--- src/rtl/irq_flag_pkg.sv ---
package irq_flag_pkg;
    localparam int NSRC   = 7;
    localparam int ADDR_W = 4;
    localparam int DATA_W = 8;

    localparam logic [ADDR_W-1:0] OFS_SHIFT = 4'hA;
    localparam logic [ADDR_W-1:0] OFS_FLAG  = 4'hD;
    localparam logic [ADDR_W-1:0] OFS_EN    = 4'hE;

    localparam logic [NSRC-1:0] IRQ_MASK       = 7'h64;
    localparam logic [NSRC-1:0] SHIFT_CLR_MASK = 7'h1C;

    typedef struct packed {
        logic              wr;
        logic              rd;
        logic [ADDR_W-1:0] addr;
        logic [DATA_W-1:0] data;
    } bus_req_t;

    function automatic logic any_pending(input logic [NSRC-1:0] f,
                                         input logic [NSRC-1:0] e);
        return |(f & e);
    endfunction
endpackage

--- src/rtl/irq_flag_bits.sv ---
module irq_flag_bits #(
    parameter int N = 7
) (
    input  logic         clk,
    input  logic         rst,
    input  logic [N-1:0] set_i,
    input  logic [N-1:0] clr_i,
    output logic [N-1:0] flag_o
);
    logic [N-1:0] flag_q;

    for (genvar i = 0; i < N; i++) begin : g_bit
        always_ff @(posedge clk) begin
            if (rst)           flag_q[i] <= 1'b0;
            else if (set_i[i]) flag_q[i] <= 1'b1;
            else if (clr_i[i]) flag_q[i] <= 1'b0;
        end

        AST_SET_WINS: assert property (@(posedge clk) disable iff (rst)
            set_i[i] |=> flag_q[i]);
        AST_CLR_TAKES: assert property (@(posedge clk) disable iff (rst)
            (clr_i[i] && !set_i[i]) |=> !flag_q[i]);
        AST_FLAG_HOLDS: assert property (@(posedge clk) disable iff (rst)
            (flag_q[i] && !clr_i[i]) |=> flag_q[i]);
    end

    assign flag_o = flag_q;
endmodule

--- src/rtl/irq_enable_reg.sv ---
module irq_enable_reg #(
    parameter int N = 7
) (
    input  logic         clk,
    input  logic         rst,
    input  logic         we,
    input  logic         set_mode,
    input  logic [N-1:0] sel,
    output logic [N-1:0] en_o
);
    logic [N-1:0] en_q;

    always_ff @(posedge clk) begin
        if (rst)          en_q <= '0;
        else if (we) begin
            if (set_mode) en_q <= en_q | sel;
            else          en_q <= en_q & ~sel;
        end
    end

    assign en_o = en_q;

    AST_EN_SET: assert property (@(posedge clk) disable iff (rst)
        (we && set_mode) |=> ((en_q & $past(sel)) == $past(sel)));
    AST_EN_CLR: assert property (@(posedge clk) disable iff (rst)
        (we && !set_mode) |=> ((en_q & $past(sel)) == '0));
endmodule

--- src/rtl/irq_read_mux.sv ---
module irq_read_mux
    import irq_flag_pkg::*;
(
    input  logic [ADDR_W-1:0] addr,
    input  logic [NSRC-1:0]   flags,
    input  logic [NSRC-1:0]   ens,
    output logic [DATA_W-1:0] rdata,
    output logic              pending
);
    always_comb begin
        pending = any_pending(flags, ens);
        unique case (addr)
            OFS_FLAG: rdata = {pending, flags};
            OFS_EN:   rdata = {1'b1, ens};
            default:  rdata = '0;
        endcase
    end
endmodule

--- src/rtl/irq_flag_ctrl.sv ---
module irq_flag_ctrl
    import irq_flag_pkg::*;
(
    input  logic              clk,
    input  logic              rst,
    input  logic              reg_wr,
    input  logic              reg_rd,
    input  logic [ADDR_W-1:0] reg_addr,
    input  logic [DATA_W-1:0] reg_wdata,
    output logic [DATA_W-1:0] reg_rdata,
    input  logic [NSRC-1:0]   src_set,
    input  logic [NSRC-1:0]   ext_clr,
    output logic              irq
);
    bus_req_t         req;
    logic [NSRC-1:0]  host_clr;
    logic [NSRC-1:0]  side_clr;
    logic [NSRC-1:0]  clr_all;
    logic [NSRC-1:0]  flags;
    logic [NSRC-1:0]  ens;
    logic             en_we;
    logic             pending;

    assign req = '{wr: reg_wr, rd: reg_rd, addr: reg_addr, data: reg_wdata};

    always_comb begin
        host_clr = (req.wr && req.addr == OFS_FLAG) ? req.data[NSRC-1:0] : '0;
        side_clr = (req.rd && req.addr == OFS_SHIFT) ? SHIFT_CLR_MASK : '0;
        clr_all  = host_clr | side_clr | ext_clr;
        en_we    = req.wr && (req.addr == OFS_EN);
    end

    irq_flag_bits #(.N(NSRC)) u_flags (
        .clk    (clk),
        .rst    (rst),
        .set_i  (src_set),
        .clr_i  (clr_all),
        .flag_o (flags)
    );

    irq_enable_reg #(.N(NSRC)) u_en (
        .clk      (clk),
        .rst      (rst),
        .we       (en_we),
        .set_mode (req.data[DATA_W-1]),
        .sel      (req.data[NSRC-1:0]),
        .en_o     (ens)
    );

    irq_read_mux u_rd (
        .addr    (req.addr),
        .flags   (flags),
        .ens     (ens),
        .rdata   (reg_rdata),
        .pending (pending)
    );

    assign irq = |(flags & ens & IRQ_MASK);

    AST_IRQ_IMPLIES_SUMMARY: assert property (@(posedge clk) disable iff (rst)
        irq |-> pending);
    AST_EN_READ_TOP: assert property (@(posedge clk) disable iff (rst)
        (reg_addr == OFS_EN) |-> reg_rdata[DATA_W-1]);
    AST_SHIFT_READ_CLR: assert property (@(posedge clk) disable iff (rst)
        (reg_rd && reg_addr == OFS_SHIFT && !src_set[2]) |=> !flags[2]);
    AST_EXT_CLR: assert property (@(posedge clk) disable iff (rst)
        (ext_clr[6] && !src_set[6]) |=> !flags[6]);
endmodule

--- config.mk ---
export PLATFORM = sky130hd
export DESIGN_NAME = irq_flag_ctrl
export DESIGN_NICKNAME = d
export VERILOG_FILES = /design/src/rtl/irq_flag_pkg.sv /design/src/rtl/irq_flag_bits.sv /design/src/rtl/irq_enable_reg.sv /design/src/rtl/irq_read_mux.sv /design/src/rtl/irq_flag_ctrl.sv
export SDC_FILE = /design/constraint.sdc
export NUM_CORES = 1
export LEC_CHECK = 0
export ABC_AREA = 1
export BUFFER_PORTS_ARGS = -buffer_cell sky130_fd_sc_hd__buf_2
export CAP_MARGIN = 25
export CELL_PAD_IN_SITES_DETAIL_PLACEMENT = 1
export CELL_PAD_IN_SITES_GLOBAL_PLACEMENT = 2
export CORE_ASPECT_RATIO = 0.8
export CORE_UTILIZATION = 24
export DETAILED_ROUTE_END_ITERATION = 8
export PLACE_DENSITY = 0.91
export SLEW_MARGIN = 20
export SYNTH_ARGS = -nofsm -noshare
export SYNTH_HDL_FRONTEND = slang
export SYNTH_SLANG_ARGS = --single-unit
--- constraint.sdc ---
create_clock -name clk -period 2.85 [get_ports clk]
set_clock_uncertainty 0.05 [all_clocks]
set_input_delay 0.285 -clock clk [delete_from_list [all_inputs] [get_ports clk]]
set_output_delay 0.285 -clock clk [all_outputs]
set_load 0.02 [all_outputs]
Yosys cells after proc, flatten, opt, wreduce, memory -nomap -nowiden

Index checks and enable logic that the tools add are counted.

Equality and inequality tests: 3
Muxes and demuxes: 18
Bitwise gates (word level): 6
Reductions and logical operators: 12

Operator list:

| cell                 | count |
|---|---|
| $pmux W8 S2          | 1 |
| $and A7 B7 Y7        | 2 |
| $mux W1              | 14 |
| $mux W7              | 2 |
| $or A7 B7 Y7         | 2 |
| $reduce_bool A2 Y1   | 7 |
| $eq A4 B4 Y1 const B | 3 |
| $not A7 Y7           | 1 |
| $or A7 B5 Y7         | 1 |
| $reduce_or A7 Y1     | 1 |
| $mux W5              | 1 |
| $logic_and A1 B1 Y1  | 3 |
| $reduce_or A3 Y1     | 1 |

Register bits: 14
Output and inout port bits: 9
Word-level logic and storage cells: 47

Depth between registers and ports, before layout

Depth after elaboration: 7
Depth in mapped cells: 9

Hierarchy

From an unflattened synthesis, not the netlist that was laid out.

Cell total of the unflattened synthesis: 162
Area, all modules: 917.1 um^2

Modules (own cells, without submodules):

| module         | times used | cells each | area each (um^2) | seq. area each (um^2) |
|---|---|---|---|---|
| irq_enable_reg | 1          | 50         | 306.5            | 140.1 |
| irq_flag_bits  | 1          | 35         | 254.0            | 140.1 |
| irq_read_mux   | 1          | 41         | 180.2            | 0.0 |
| irq_flag_ctrl  | 1          | 36         | 176.4            | 0.0 |

Least setup slack after synthesis

OpenSTA, ideal clock, no wires.

Path type: input port to output port
Start point: input port reg_addr[1]
End point: output port reg_rdata[0]
Arrival: 1132 ps
Setup slack: 1383 ps
Stages on the path: 5
Path buffers: 0
Path through: inv_2 nand2_1 nor2_2 inv_1 o22ai_1

Cells in the longest elaborated chain, start to end: 2
Elaborated cells on any way between the ends: 3
Those cells by class: eq/ne: 2; mux: 1

RTL lines:

| what            | RTL line            | source |
|---|---|---|
| start, declared | irq_flag_ctrl.sv:8  | `input logic [ADDR_W-1:0] reg_addr,` |
| $eq A4 B4 Y1    | irq_read_mux.sv:12  | `unique case (addr)` |
| $pmux W8 S2 *   | irq_read_mux.sv:12  |  |
| end, declared   | irq_flag_ctrl.sv:10 | `output logic [DATA_W-1:0] reg_rdata,` |

Every way passes the cells marked *; elsewhere a longest branch is shown, timed or not.

Worst setup path in the final report

Start point: input port reg_addr[1]
End point: output port reg_rdata[6]

Same word-level chain as after synthesis.

==> run_results.csv <==
group,metric,value,unit
run_status,outcome,"completed",
pwr,power,0.475,mW
cts,h-tree-depth,1,
cts,hold_buffers,0,
cts,cts_resized,0,
timing,rsz0062_at_grt,"no",
layout,design_area,1140,um^2
grt,antenna_found_initial,0,
cts,clk_latency,0.24,ns
layout,seqCellArea,280,um^2
cts,clk_pin_slew,0.06,ns
drt,wl,2630,um
drt,post_drt_wl_per_cell,11.6,um
drt,antenna_left,0,
worst_setup_path,startpoint_type,"primary input",
yosys,synthDistinctLibCells,17,
cts,numCtsBuffers,3,
layout,area_growth,31.5,%
yosys,syn_inst,145,
layout,layout-drive-gt1-share,0.277,
layout,nNetsFinal,215,
placed_design,dp_slack,1.02,ns
yosys,seq_area_frac_synth,0.322,
placed_design,port_buffers,38,
layout,multiInputGateArea,443,um^2
layout,final_util,0.332,
cts,cts_tree,"yes",
drt,drtIter0Drc,37,
floorplan,rows,19,
grt,track_usage,0.146,
yosys,syn-num-nets,175,
floorplan,die_w,69.3,um
cts,clock-sinks,14,
timing,layout_min_cycle_time,1.82,ns
grt,grt_pass1_wl,4440,um
timing,setup_ws,1.03,ns
floorplan,die_h,55.9,um
cts,root_buffer,"clkbuf_8",
floorplan,die_area,3870,um^2
floorplan,io-pin-count,39,
worst_setup_path,path_class,"primary input to output pin",
timing,setup_viol,0,
cts,clockBufferDepth,2,
pwr,p_leak,0.607,nW
timing,fmax,548,MHz
pwr,powerDensity,415,nW/um^2
worst_setup_path,cp.required,2.52,ns
grt,grt.overflow.total,0,
timing,hold_viol,0,
yosys,synth_warnings,0,
timing,relSlewSlack,0.722,
worst_hold_path,whs_path_depth,3,
yosys,syn-cell-area,871,um^2
placed_design,dpl.hpwl,2040,um
worst_setup_path,rr_worst_depth,5,
drt,drc,0,
placed_design,place_congestion,0.702,
timing,finalCritPeriodShare,0.640,
floorplan,start_util,0.253,
timing,worst_pin_slew,0.417,ns
yosys,synth-seq-cells,14,
yosys,synthTopCellsByArea,"dfxtp_1, nand2_1, inv_1",
cts,cts_setup_buffers,0,
yosys,yosysTopAreaCell,"dfxtp_1",
pwr,vdd_drop_max,0.173,mV
worst_setup_path,path_max_fanout,10,
timing,setup_tns,0,ns
job,maxCapViolations,0,
layout,num_antenna_cells,0,
drt,dr.pass1.iters,4,
floorplan,core_area,3450,um^2
placed_design,dpl_cell_area,1090,um^2
worst_hold_path,hold_path.class,"primary input to flip-flop",
timing,slew_violations,0,
drt,avgViaCountPerCell,4.30,
grt,grt_max_degree,15,
yosys,yosysTopAreaCellShare,0.322,
worst_setup_path,end_kind,"output pin",
yosys,synth.avg_cell_area,6.01,um^2
worst_setup_path,crit_arrival,1.49,ns
grt,grt_pass1_vias,975,
drt,dr_total_vias,972,
layout,nFillCells,486,
[synthesized netlist by cell type]
master   count
nor2_1      20
o22ai_1      6
buf_2        1
buf_1        1
or2_2        2
nand2_4      1
buf_8        1
nand2_1     37
nor2_8       1
inv_2        3
nand3_1     16
a21oi_1      7
o21ai_0      3
dfxtp_1     14
inv_1       30
nor2_4       1
nor2_2       1
[kinds of logic (layout without fill, tap and decap cells)]
logic type             Yosys count  in the layout  share of synthesized area
AO/OA/AOI/OAI                   16             16                      0.101
buffers and inverters           36             75                      0.170
AND/OR/NAND/NOR                 79             79                      0.408
flip-flops                      14             14                      0.322
[cells in the final DEF, fill, tap and decap left out, drive strengths merged]
cell,n
nor2,23
nand2,38
o22ai,6
inv,33
o21ai,3
a21oi,7
buf,38
clkbuf,4
dfxtp,14
or2,2
nand3,16
[where the power goes]
group | switching (mW) | internal (mW)
clock network | 0.0731 | 0.122
logic | 0.0433 | 0.0290
registers | 0.00335 | 0.204
[worst paths after layout]
kind                                     endpoint  slack (ns)               from
worst max-delay path                 reg_rdata[6]        1.03        reg_addr[1]
worst min-delay path            u_flags.flag_o[5]        0.20         src_set[5]
worst max register to register  u_flags.flag_o[4]        1.85  u_flags.flag_o[4]
worst min register to register          flip-flop        0.49          flip-flop
[metrics by stage]
stage / instances / hold WS (ns)
floorplan: 145 / 0.352
global placement: 222 / 0.445
detailed placement: 222 / 0.449
CTS: 226 / 0.191
global route: 226 / 0.201
finish: 226 / 0.199
[critical path, cell delays in order]
cell and delay, ns:
buf_2 0.11, inv_2 0.07, nand2_1 0.06, nor2_2 0.33, inv_1 0.24, o22ai_1 0.18, buf_2 0.19
[layout make-up]
cell class,count,share of cell area
Inverter,33,0.108
Sequential cell,14,0.245
Clock buffer,4,0.0481
Multi-Input combinational cell,95,0.387
Tap cell,42,0.0459
Timing Repair Buffer,38,0.166
[routing by layer]
metal  GRT usage  wire [um]
met5           0          0
met4      0.0350         27
met3      0.0380        129
met2       0.225       1070
met1       0.204       1400
No activity file was read; power rests on OpenSTA's default activity.
